`src/rtl/can_cap_pkg.sv`:
```
package can_cap_pkg;
   localparam int EN_W    = 11;
   localparam int ERR_LSB = 16;
   localparam int ARB_LSB = 24;

   localparam int F_RX   = 0;
   localparam int F_TX1  = 1;
   localparam int F_WARN = 2;
   localparam int F_OVR  = 3;
   localparam int F_WAKE = 4;
   localparam int F_PASS = 5;
   localparam int F_ARB  = 6;
   localparam int F_BERR = 7;
   localparam int F_IDR  = 8;
   localparam int F_TX2  = 9;
   localparam int F_TX3  = 10;

   // flags owned by the sticky bank (all but the two capture flags)
   localparam logic [EN_W-1:0] SIMPLE_MASK = 11'b111_0011_1111;

   typedef enum logic [0:0] {
      REG_STATUS = 1'b0,
      REG_ENABLE = 1'b1
   } reg_sel_e;
endpackage

```
`src/rtl/can_cap_latch.sv`:
```
module can_cap_latch #(
   parameter int W = 8
) (
   input  logic         clk,
   input  logic         rst_n,
   input  logic         evt,
   input  logic [W-1:0] fields,
   input  logic         rearm,
   output logic         pending,
   output logic [W-1:0] held
);
   if (W < 1) begin : g_bad_w
      $error("can_cap_latch: W must be at least 1");
   end

   logic take;
   assign take = evt && (!pending || rearm);

   always_ff @(posedge clk or negedge rst_n) begin
      if (!rst_n) begin
         pending <= 1'b0;
         held    <= '0;
      end else if (take) begin
         pending <= 1'b1;
         held    <= fields;
      end else if (rearm) begin
         pending <= 1'b0;
      end
   end

   // a pending capture is frozen until re-armed
   a_r2_hold_while_pending: assert property (@(posedge clk) disable iff (!rst_n)
      pending && !rearm |=> $stable(held) && pending);

   // a free latch takes the event payload
   a_r1_capture_free: assert property (@(posedge clk) disable iff (!rst_n)
      evt && !pending |=> pending && (held == $past(fields)));

   // re-arm without new event drops the flag
   a_r3_rearm_clears: assert property (@(posedge clk) disable iff (!rst_n)
      rearm && !evt |=> !pending);
endmodule

```
`src/rtl/can_cap_flags.sv`:
```
module can_cap_flags #(
   parameter int           N    = 11,
   parameter logic [N-1:0] MASK = '1
) (
   input  logic         clk,
   input  logic         rst_n,
   input  logic [N-1:0] set,
   input  logic [N-1:0] clr,
   output logic [N-1:0] flags
);
   if (N < 1) begin : g_bad_n
      $error("can_cap_flags: N must be at least 1");
   end

   for (genvar i = 0; i < N; i++) begin : g_flag
      if (MASK[i]) begin : g_live
         logic q;
         always_ff @(posedge clk or negedge rst_n) begin
            if (!rst_n)      q <= 1'b0;
            else if (set[i]) q <= 1'b1;
            else if (clr[i]) q <= 1'b0;
         end
         assign flags[i] = q;

         // a pulse always leaves its flag set
         a_r6_set_sticks: assert property (@(posedge clk) disable iff (!rst_n)
            set[i] |=> flags[i]);
         // a clearing read without a pulse empties the flag
         a_r7_clear_on_read: assert property (@(posedge clk) disable iff (!rst_n)
            clr[i] && !set[i] |=> !flags[i]);
      end else begin : g_tied
         logic unused_bit;
         assign unused_bit = set[i] ^ clr[i];
         assign flags[i]   = 1'b0;
      end
   end
endmodule

```
`src/rtl/can_cap_enable.sv`:
```
module can_cap_enable #(
   parameter int W = 11
) (
   input  logic         clk,
   input  logic         rst_n,
   input  logic         wr,
   input  logic [W-1:0] wdata,
   output logic [W-1:0] en
);
   always_ff @(posedge clk or negedge rst_n) begin
      if (!rst_n)  en <= '0;
      else if (wr) en <= wdata;
   end

   // a write is visible the next cycle
   a_r8_write_lands: assert property (@(posedge clk) disable iff (!rst_n)
      wr |=> en == $past(wdata));
   // no write, no change
   a_r8_hold: assert property (@(posedge clk) disable iff (!rst_n)
      !wr |=> $stable(en));
endmodule

```
`src/rtl/can_err_arb_capture.sv`:
```
module can_err_arb_capture
   import can_cap_pkg::*;
#(
   parameter int REG_W   = 32,
   parameter int POS_W   = 5,
   parameter int ETYPE_W = 2,
   parameter int ARB_W   = 5,
   parameter bit IRQ_REG = 1'b0
) (
   input  logic               clk,
   input  logic               rst_n,
   input  logic               bus_err_pulse,
   input  logic [POS_W-1:0]   bus_err_pos,
   input  logic               bus_err_rx,
   input  logic [ETYPE_W-1:0] bus_err_type,
   input  logic               arb_lost_pulse,
   input  logic [ARB_W-1:0]   arb_lost_bit,
   input  logic               evt_rx,
   input  logic [2:0]         evt_tx,
   input  logic               evt_warn,
   input  logic               evt_overrun,
   input  logic               evt_wake,
   input  logic               evt_passive,
   input  logic               evt_idrdy,
   input  logic               reg_sel,
   input  logic               reg_rd,
   input  logic [REG_W/8-1:0] reg_be,
   input  logic               reg_wr,
   input  logic [REG_W-1:0]   reg_wdata,
   output logic [REG_W-1:0]   reg_rdata,
   output logic               irq
);
   localparam int ERRF_W   = POS_W + 1 + ETYPE_W;
   localparam int ERR_BYTE = ERR_LSB / 8;
   localparam int ARB_BYTE = ARB_LSB / 8;

   if (ERR_LSB + ERRF_W > ARB_LSB) begin : g_bad_err
      $error("error capture fields overlap the arbitration field");
   end
   if (ARB_LSB + ARB_W > REG_W) begin : g_bad_arb
      $error("arbitration field does not fit the register width");
   end
   if (REG_W < 32 || (REG_W % 8) != 0) begin : g_bad_reg
      $error("REG_W must be a multiple of 8 and at least 32");
   end

   logic status_rd;
   logic en_wr;
   assign status_rd = reg_rd && (reg_sel == REG_STATUS);
   assign en_wr     = reg_wr && (reg_sel == REG_ENABLE);

   // bus error capture
   logic              err_pend;
   logic [ERRF_W-1:0] err_held;
   can_cap_latch #(.W(ERRF_W)) u_err (
      .clk     (clk),
      .rst_n   (rst_n),
      .evt     (bus_err_pulse),
      .fields  ({bus_err_type, bus_err_rx, bus_err_pos}),
      .rearm   (status_rd && reg_be[ERR_BYTE]),
      .pending (err_pend),
      .held    (err_held)
   );

   // arbitration loss capture
   logic             arb_pend;
   logic [ARB_W-1:0] arb_held;
   can_cap_latch #(.W(ARB_W)) u_arb (
      .clk     (clk),
      .rst_n   (rst_n),
      .evt     (arb_lost_pulse),
      .fields  (arb_lost_bit),
      .rearm   (status_rd && reg_be[ARB_BYTE]),
      .pending (arb_pend),
      .held    (arb_held)
   );

   // sticky event flags
   logic [EN_W-1:0] ev_set;
   logic [EN_W-1:0] ev_clr;
   logic [EN_W-1:0] sticky;

   always_comb begin
      ev_set         = '0;
      ev_set[F_RX]   = evt_rx;
      ev_set[F_TX1]  = evt_tx[0];
      ev_set[F_TX2]  = evt_tx[1];
      ev_set[F_TX3]  = evt_tx[2];
      ev_set[F_WARN] = evt_warn;
      ev_set[F_OVR]  = evt_overrun;
      ev_set[F_WAKE] = evt_wake;
      ev_set[F_PASS] = evt_passive;
      ev_set[F_IDR]  = evt_idrdy;
   end

   for (genvar i = 0; i < EN_W; i++) begin : g_clr
      assign ev_clr[i] = status_rd && reg_be[i/8];
   end

   can_cap_flags #(.N(EN_W), .MASK(SIMPLE_MASK)) u_flags (
      .clk   (clk),
      .rst_n (rst_n),
      .set   (ev_set),
      .clr   (ev_clr),
      .flags (sticky)
   );

   // enable word
   logic [EN_W-1:0] en_q;
   logic            unused_wdata;
   assign unused_wdata = ^reg_wdata[REG_W-1:EN_W];

   can_cap_enable #(.W(EN_W)) u_en (
      .clk   (clk),
      .rst_n (rst_n),
      .wr    (en_wr),
      .wdata (reg_wdata[EN_W-1:0]),
      .en    (en_q)
   );

   // status word assembly
   logic [EN_W-1:0]  flag_vec;
   logic [REG_W-1:0] status_w;
   logic [REG_W-1:0] enable_w;

   always_comb begin
      flag_vec         = sticky;
      flag_vec[F_ARB]  = arb_pend;
      flag_vec[F_BERR] = err_pend;
      status_w                        = '0;
      status_w[EN_W-1:0]              = flag_vec;
      status_w[ERR_LSB +: ERRF_W]     = err_held;
      status_w[ARB_LSB +: ARB_W]      = arb_held;
      enable_w                        = '0;
      enable_w[EN_W-1:0]              = en_q;
   end

   always_ff @(posedge clk or negedge rst_n) begin
      if (!rst_n)      reg_rdata <= '0;
      else if (reg_rd) reg_rdata <= (reg_sel == REG_ENABLE) ? enable_w : status_w;
   end

   // interrupt: combinational or one extra register stage
   logic irq_now;
   assign irq_now = |(flag_vec & en_q);

   if (IRQ_REG) begin : g_irq_reg
      logic irq_q;
      always_ff @(posedge clk or negedge rst_n) begin
         if (!rst_n) irq_q <= 1'b0;
         else        irq_q <= irq_now;
      end
      assign irq = irq_q;
   end else begin : g_irq_comb
      assign irq = irq_now;
   end

   // status read returns the pre-read error flag
   a_r11_rdata_preclear: assert property (@(posedge clk) disable iff (!rst_n)
      status_rd |=> reg_rdata[F_BERR] == $past(err_pend));
   // read data is held between reads
   a_r11_rdata_hold: assert property (@(posedge clk) disable iff (!rst_n)
      !reg_rd |=> $stable(reg_rdata));
   // nothing enabled means no interrupt
   a_r9_quiet_when_disabled: assert property (@(posedge clk) disable iff (!rst_n)
      (en_q == '0) && !IRQ_REG |-> !irq);
endmodule

```
`config.mk`:
```
export PLATFORM = sky130hd
export DESIGN_NAME = can_err_arb_capture
export DESIGN_NICKNAME = d
export VERILOG_FILES = /design/src/rtl/can_cap_pkg.sv /design/src/rtl/can_cap_latch.sv /design/src/rtl/can_cap_flags.sv /design/src/rtl/can_cap_enable.sv /design/src/rtl/can_err_arb_capture.sv
export SDC_FILE = /design/constraint.sdc
export NUM_CORES = 1
export LEC_CHECK = 0
export ABC_AREA = 1
export BUFFER_PORTS_ARGS = -buffer_cell sky130_fd_sc_hd__buf_2
export CAP_MARGIN = 20
export CELL_PAD_IN_SITES_DETAIL_PLACEMENT = 0
export CELL_PAD_IN_SITES_GLOBAL_PLACEMENT = 2
export CORE_MARGIN = 2
export CORE_UTILIZATION = 25
export CTS_CLUSTER_DIAMETER = 100
export DETAILED_ROUTE_END_ITERATION = 12
export HOLD_SLACK_MARGIN = 0.03
export PLACE_DENSITY = 0.81
export RECOVER_POWER = 25
export SYNTH_ARGS = -nofsm -noshare
export SYNTH_HDL_FRONTEND = slang
export SYNTH_SLANG_ARGS = --single-unit
```
`constraint.sdc`:
```
create_clock -name clk -period 1 [get_ports clk]
set_input_delay 0.05 -clock clk [delete_from_list [all_inputs] [get_ports clk]]
set_output_delay 0.05 -clock clk [all_outputs]
set_load 0.005 [all_outputs]
```
; Word level (Yosys, flattened, before mapping)
; Cells that the tools add are included.
[word_totals]
reg_bits = 67
input_bits = 65
elab_cells = 57
[op_classes]
muxes = 16
bitwise = 2
n_reduce_logical = 24
[op_table]
columns = operator, n
row1 = 29-bit 2-to-1 mux, 1
row2 = 2-bit nonzero test, 11
row3 = 1-bit 2-to-1 mux, 15
row4 = 11-bit AND, 1
row5 = 11-bit OR reduction, 1
row6 = 1-bit logical AND, 8
row7 = 1-bit logical NOT, 2
row8 = 1-bit logical OR, 2
row9 = 1-bit inverter, 1

; Depth between registers and ports, before layout
; Gate-level depths: netlist (run 1).
[logic_depth]
word_depth = 6
depth_mapped = 7

; By module
; Synthesis (run 1) repeated with hierarchy kept, for this count alone.
[hier_totals]
hier_cells = 324
hier_area_um2 = 2681.3
[by_module_without_submodules]
columns = module, n_inst, cells_each, area_each_um2
row1 = can_err_arb_capture, 1, 157, 1217.4
row2 = can_cap_flags, 1, 57, 446.7
row3 = can_cap_enable, 1, 47, 421.7
row4 = can_cap_latch at u_err, 1, 38, 362.8
row5 = can_cap_latch at u_arb, 1, 25, 232.7

; Least setup slack after synthesis (run 1)
; OpenSTA, ideal clock, no wires.
[synth_path]
path_kind = register to register
startpoint = register u_err.pending
endpoint = register u_err.held[0]
arrival_ns = 0.702
required_time_ns = 0.883
path_slack_ns = 0.181
path_stages_with_launch = 5
synth_period_minus_slack_ns = 0.819
cell_sequence = dfrtp_1 > nand2_4 > nand2_4 > nand2_1 > nand2_1
[synth_between]
elab_chain_cells = 3
[synth_lines]
columns = item, line
row1 = from (decl), can_cap_latch.sv:9  ; output logic pending,
row2 = from (signal assigned), can_cap_latch.sv:21  ; pending <= 1'b0;
row3 = from (signal assigned), can_cap_latch.sv:24  ; pending <= 1'b1;
row4 = from (signal assigned), can_cap_latch.sv:27  ; pending <= 1'b0;
row5 = 1-bit logical NOT, can_cap_latch.sv:17  ; assign take = evt && (!pending || rearm);
row6 = 1-bit logical OR, can_cap_latch.sv:17
row7 = 1-bit logical AND, can_cap_latch.sv:17
row8 = to (signal assigned), can_cap_latch.sv:25  ; held <= fields;
row9 = to (decl), can_cap_latch.sv:10  ; output logic [W-1:0] held
; Every way passes these cells.
; A chain may end at the register's enable or synchronous reset.

; Worst setup path in the final report (run 1)
[layout_path]
startpoint = register u_flags.g_flag[9].g_live.q
endpoint = output port irq
[layout_between]
elab_chain_cells = 2
[layout_lines]
columns = item, line
row1 = from (decl), can_cap_flags.sv:17  ; logic q;
row2 = from (signal assigned), can_cap_flags.sv:19  ; if (!rst_n) q <= 1'b0;
row3 = from (signal assigned), can_cap_flags.sv:20  ; else if (set[i]) q <= 1'b1;
row4 = from (signal assigned), can_cap_flags.sv:21  ; else if (clr[i]) q <= 1'b0;
row5 = 11-bit AND, can_err_arb_capture.sv:145  ; assign irq_now = |(flag_vec & en_q);
row6 = 11-bit OR reduction, can_err_arb_capture.sv:145
row7 = to (decl), can_err_arb_capture.sv:31  ; output logic irq
; Every way passes these cells.

==> flow_metrics.tcl, run 1 <==
set metrics [dict create \
    outcome "finished with violations" \
    violations "negative setup slack" \
    clock-sinks 59 \
    hpwl_um 4500 \
    core_area_um2 9860 \
    antenna_found_initial 0 \
    layout_setup_ws_ns -0.253 \
    wire_per_inst_um 11.8 \
    rsz0062_at_grt "true" \
    setup_viol 1 \
    whs_ns 0.0625 \
    vias 2189 \
    layout.nets 477 \
    grt_max_degree 60 \
    io_buffers 68 \
    layout_commonest_cell "nand2_1" \
    die_h_um 105 \
    area_growth_pct 45.3 \
    layout_min_cycle_time_ns 1.25 \
    power_frac_seq 0.461 \
    die_x_um 105 \
    drt-pass1-iter-count 4 \
    grt.overflow.total 0 \
    slew_viol_final 0 \
    drc_errors 0 \
    hold_class "in2reg" \
    r2r-start "u_err.pending" \
    finalHoldViolCount 0 \
    worstSkewPairLatency_ns 0.33 \
    cp_max_fo 3 \
    cp.required_ns 0.95 \
    maxSlewHeadroom 0.635 \
    worstHoldEndpoint "u_flags.g_flag[8].g_live.q" \
    ir_worst_vdd_uv 660 \
    drive_gt1_frac 0.276 \
    grt_pass1_wl_um 11000 \
    endpoint_kind "primary output" \
    ys_ff_latch 59 \
    p_per_area_nw_per_um2 1790 \
    drv_cap 0 \
    min_path_cells 4 \
    viasPerCell 3.98 \
    drt_iter0_drc 111 \
    p_comb_frac 0.199 \
    wl_um 6490 \
    gp_congestion 0.775 \
    synth_cell_type_count 19 \
    rows 36 \
    skew_ns 0.00737 \
    min_from "reg_be[1]" \
    n_antenna_cell 0 \
    grt_usage 0.127 \
    max_freq_mhz 798 \
    yosysWarnings 0 \
    clkPwrFrac 0.340 \
    worstMarginPinSlew_ns 0.548 \
    r2r_cells 5 \
    cts_buffers 9 \
    p_leak_nw 1.95 \
    initial_core_util 0.260 \
    grt_pass1_vias 2279 \
    cts_root_buffer "clkbuf_8" \
    cts_max_level 3 \
    top_level_ports 98 \
    clock_path_buffers 2 \
    p_sw_frac 0.274 \
    synth-seq-area-share 0.576 \
    p_int_mw 4.83 \
    crit_arrival_ns 1.20 \
    final_cell_mix "nand2_1 (89), buf_2 (68), dfrtp_1 (58)" \
    r2r_end "u_err.held[0]" \
    cts.clk_slew.worst_paths_ns 0.06 \
    tritoncts "yes" \
    ant_nets 0 \
    fin_util 0.377 \
    switchingPower_mw 1.82 \
    netlist_instances 288 \
    timing.final.crit_share 1.25 \
    ff2ff_setup_slack_ns 0.02 \
    worstSetupPathType "reg2out" \
    syn_area_um2 2560 \
    synth.avg_cell_area_um2 8.90 \
    die-area_um2 11100 \
    worstSetupStartpointType "register" \
]
-- critical path, cell delays in order, from the launching register on --
cell and delay, ns:
dfrtp_1 0.40, nand2_1 0.06, nand2_1 0.06, a21oi_2 0.11, nand3_1 0.11, buf_2 0.14
-- cells by family after synthesis --
logic type             count (synthesis)  synth area share
AND/OR/NAND/NOR                      148             0.249
other                                  1           0.00146
flip-flops                            59             0.576
AO/OA/AOI/OAI                         34            0.0806
buffers and inverters                 46            0.0928
-- area by class of cell --
type / count / area (µm²)
tap: 133 / 166
clock buffer: 15 / 176
fill: 1015 / 6140
sequential: 59 / 1480
timing repair buffer: 127 / 875
clock inverter: 1 / 30.0
multi-input combinational: 190 / 898
inverter: 25 / 98.8
-- cells in the mapped netlist (all sizes together) --
| library cell | number | area (µm²) |
|---|---|---|
| nand2 | 93 | 374 |
| dfrtp | 59 | 1480 |
| nand3 | 40 | 205 |
| inv | 25 | 98.9 |
| buf | 18 | 128 |
| nor2 | 15 | 58.8 |
| o21ai | 13 | 65.1 |
| a31oi | 11 | 68.8 |
| o21bai | 9 | 67.6 |
| clkbuf | 3 | 11.3 |
| a21oi | 1 | 5.00 |
| conb | 1 | 3.75 |
-- sequential cells by signal, indices dropped and copies added (netlist names) --
| name | cells |
|---|---|
| u_arb.held | 5 |
| u_flags.g_flag.g_live.q | 9 |
| u_en.en | 11 |
| u_err.pending | 1 |
| u_err.held | 8 |
| u_arb.pending | 1 |
| reg_rdata | 24 |
-- worst max path at each step --
stage | startpoint | to | cells past startpoint
floorplan | u_err.pending | u_err.held[0] | 4
global placement | reg_sel | u_en.en[9] | 5
detailed placement | reg_sel | u_en.en[3] | 5
CTS | u_err.pending | irq | 5
global route | u_err.pending | irq | 5
finish | u_flags.g_flag[9].g_live.q | irq | 5
-- layer usage --
metal	GRT usage	wire length [µm]
met1	0.177	3340
met4	0.0486	109
met5	0	0
met2	0.188	2690
met3	0.0322	349
-- power groups by stage --
stage | Sequential [mW] | Combinational (mW) | Clock, mW
2_1_floorplan | 3.10 | 0.636 | 0
3_3_place_gp | 3.11 | 1.16 | 0
3_5_place_dp | 3.12 | 1.17 | 0
4_1_cts | 3.08 | 1.29 | 2.34
5_1_grt | 3.13 | 1.53 | 2.46
6_report | 3.07 | 1.32 | 2.26
-- metrics by stage --
| stage | setup TNS [ns] | instance area (µm²) | std cells | setup WS [ns] | power [mW] |
|---|---|---|---|---|---|
| after floorplan | 0 | 2590 | 295 | 0.181 | 3.73 |
| after global routing | -0.549 | 3720 | 550 | -0.365 | 7.12 |
| after CTS | -0.306 | 3690 | 547 | -0.306 | 6.71 |
| after global placement | 0 | 3130 | 496 | 0.0333 | 4.27 |
| after detailed placement | 0 | 3130 | 496 | 0.0264 | 4.29 |
| final | -0.253 | 3720 | 550 | -0.253 | 6.65 |
-- timing repair --
action                                 in CTS  in global routing
pin swaps                                   3                  2
resized for setup                           1                  4
hold buffers                               35                  0
setup buffers                               0                  3
setup endpoints to repair                   1                  3
endpoints found under the hold margin      92                  0
Note: power is estimated with default switching activity, not from simulation.
==> run 2: changes to the inputs <==
Settings changed: PLACE_DENSITY 0.81 to not set, PLACE_DENSITY_LB_ADDON set to 0.1, SKIP_LAST_GASP set to 1.
==> flow_metrics.tcl, run 2 (synthesized netlist as in run 1, its figures left out) <==
set metrics [dict create \
    outcome "finished with violations" \
    violations "negative setup slack" \
    drt-pass1-iter-count 4 \
    top_register "reg_rdata" \
    critPathSlowestCell "dfrtp_1" \
    hpwl_um 4420 \
    n_antenna_cell 0 \
    layout_setup_ws_ns -0.273 \
    initial_core_util 0.260 \
    grt_usage 0.129 \
    fillers 1059 \
    io_buffers 68 \
    layout.nets 475 \
    crit_chain "nand2_1 > nand2_1 > a21oi_2 > nand3_1 > buf_2" \
    die_x_um 105 \
    ant_nets 0 \
    cp_slowest_stage_delay_ns 0.38 \
    drt_iter0_drc 46 \
    drc_errors 0 \
    die-area_um2 11100 \
    min_path_cells 4 \
    die_h_um 105 \
    area_growth_pct 43.6 \
    worstSkewPairLatency_ns 0.33 \
    clock_path_buffers 2 \
    core_area_um2 9860 \
    grt_max_degree 60 \
    cp.depth 5 \
    r2r_cells 5 \
    max_freq_mhz 785 \
    ff2ff_setup_slack_ns 0.08 \
    grt_pass1_wl_um 11000 \
    layout_min_cycle_time_ns 1.27 \
    path_buf_inv 1 \
    wire_per_inst_um 12.2 \
    hold_class "in2reg" \
    gp_congestion 0.706 \
    crit_arrival_ns 1.22 \
    final_cell_mix "nand2_1 (89), buf_2 (68), dfrtp_1 (59)" \
    drive_gt1_frac 0.270 \
    rows 36 \
    dp.cells 495 \
    critical_path.top_delay_family "flip-flops" \
    top_regs "reg_rdata: 24 flops, u_en.en: 11 flops, u_flags.g_flag.g_live.q: 9 flops" \
    viasPerCell 4.03 \
    p_per_area_nw_per_um2 1720 \
    skew_ns 0.00976 \
    cts.clk_slew.worst_paths_ns 0.06 \
    crit_top_cell "nand2_1" \
    worstSetupStartpointType "register" \
    timing.final.crit_share 1.27 \
    fin_util 0.373 \
    busiest_layer "met1" \
    worstSetupPathType "reg2out" \
    tritoncts "yes" \
    power_mw 6.32 \
    cts_buffers 9 \
    cp_max_fo 2 \
    finalHoldViolCount 0 \
    antenna_found_initial 0 \
    maxSlewHeadroom 0.630 \
    drv_cap 0 \
    fin_setup_tns_ns -0.273 \
    cts_root_buffer "clkbuf_8" \
    grt_use_met2 0.185 \
    rsz0062_at_grt "true" \
    worstMarginPinSlew_ns 0.555 \
    layout_commonest_cell "nand2_1" \
    wl_um 6670 \
    vias 2207 \
    cp.required_ns 0.95 \
    cts_max_level 3 \
    grt.overflow.total 0 \
    final_cells 548 \
    setup_viol 1 \
    pre_cts_slack_ns 0.0207 \
    endpoint_kind "primary output" \
    top_level_ports 98 \
    clock-sinks 59 \
    use_met1 0.185 \
    p_leak_nw 1.93 \
    grt_util_met3 0.0346 \
    slew_viol_final 0 \
    grt_pass1_vias 2146 \
    largest_reg_flops 24 \
    ir_worst_vdd_uv 555 \
]
-- run 2: what timing repair did --
item                                   in CTS  in global routing
gates resized for setup                     2                  3
gates cloned                                0                  1
setup buffers                               1                  0
setup endpoints to repair                   1                  9
hold buffers                               35                  0
pin swaps                                   0                  1
endpoints found under the hold margin      92                  0
-- run 2: final timing paths --
kind,start,to
max,u_en.en[9],irq
min,reg_be[1],u_flags.g_flag[10].g_live.q
max reg2reg,u_err.pending,u_err.held[1]
min reg2reg,u_arb.held[4],u_arb.held[4]
max in group asynchronous,rst_n,reg_rdata[4]
min in group asynchronous,rst_n,reg_rdata[17]
-- run 2: cell type report --
cell class              instances  area (µm²)  share of cell area
inverters                      25        98.8              0.0269
flip-flops and latches         59        1480               0.401
multi-input cells             191         910               0.247
repair buffers                124         856               0.233
clock buffers                  14         163              0.0442
well taps                     133         166              0.0452
clock inverters                 2        10.0             0.00272
-- run 2: report_power, final --
part           switching [mW]  internal, mW  total (mW)
clock                   0.910          1.03        1.94
combinational           0.683         0.629        1.31
sequential              0.241          2.83        3.07
total                    1.83          4.48        6.32
-- run 2: per-layer routing --
| layer | vias to the layer above | routed length (µm) |
|---|---|---|
| met5 | - | 0 |
| li1 | 1156 | - |
| met4 | 0 | 82 |
| met1 | 988 | 3440 |
| met2 | 55 | 2880 |
| met3 | 8 | 271 |
-- run 2: worst reg2reg max path: stages, from the launching register on --
cell	delay [ns]
dfrtp_1	0.40
buf_6	0.15
nand2_8	0.08
nand2_8	0.08
nand2_1	0.07
nand2_1	0.05
-- run 2: stage by stage --
| stage | instance area (µm²) | hold WS [ns] |
|---|---|---|
| global placement | 3120 | 0.0940 |
| finish | 3680 | 0.0607 |
| global route | 3680 | 0.0617 |
| CTS | 3660 | 0.0552 |
| detailed placement | 3120 | 0.0902 |
| floorplan | 2590 | -0.246 |
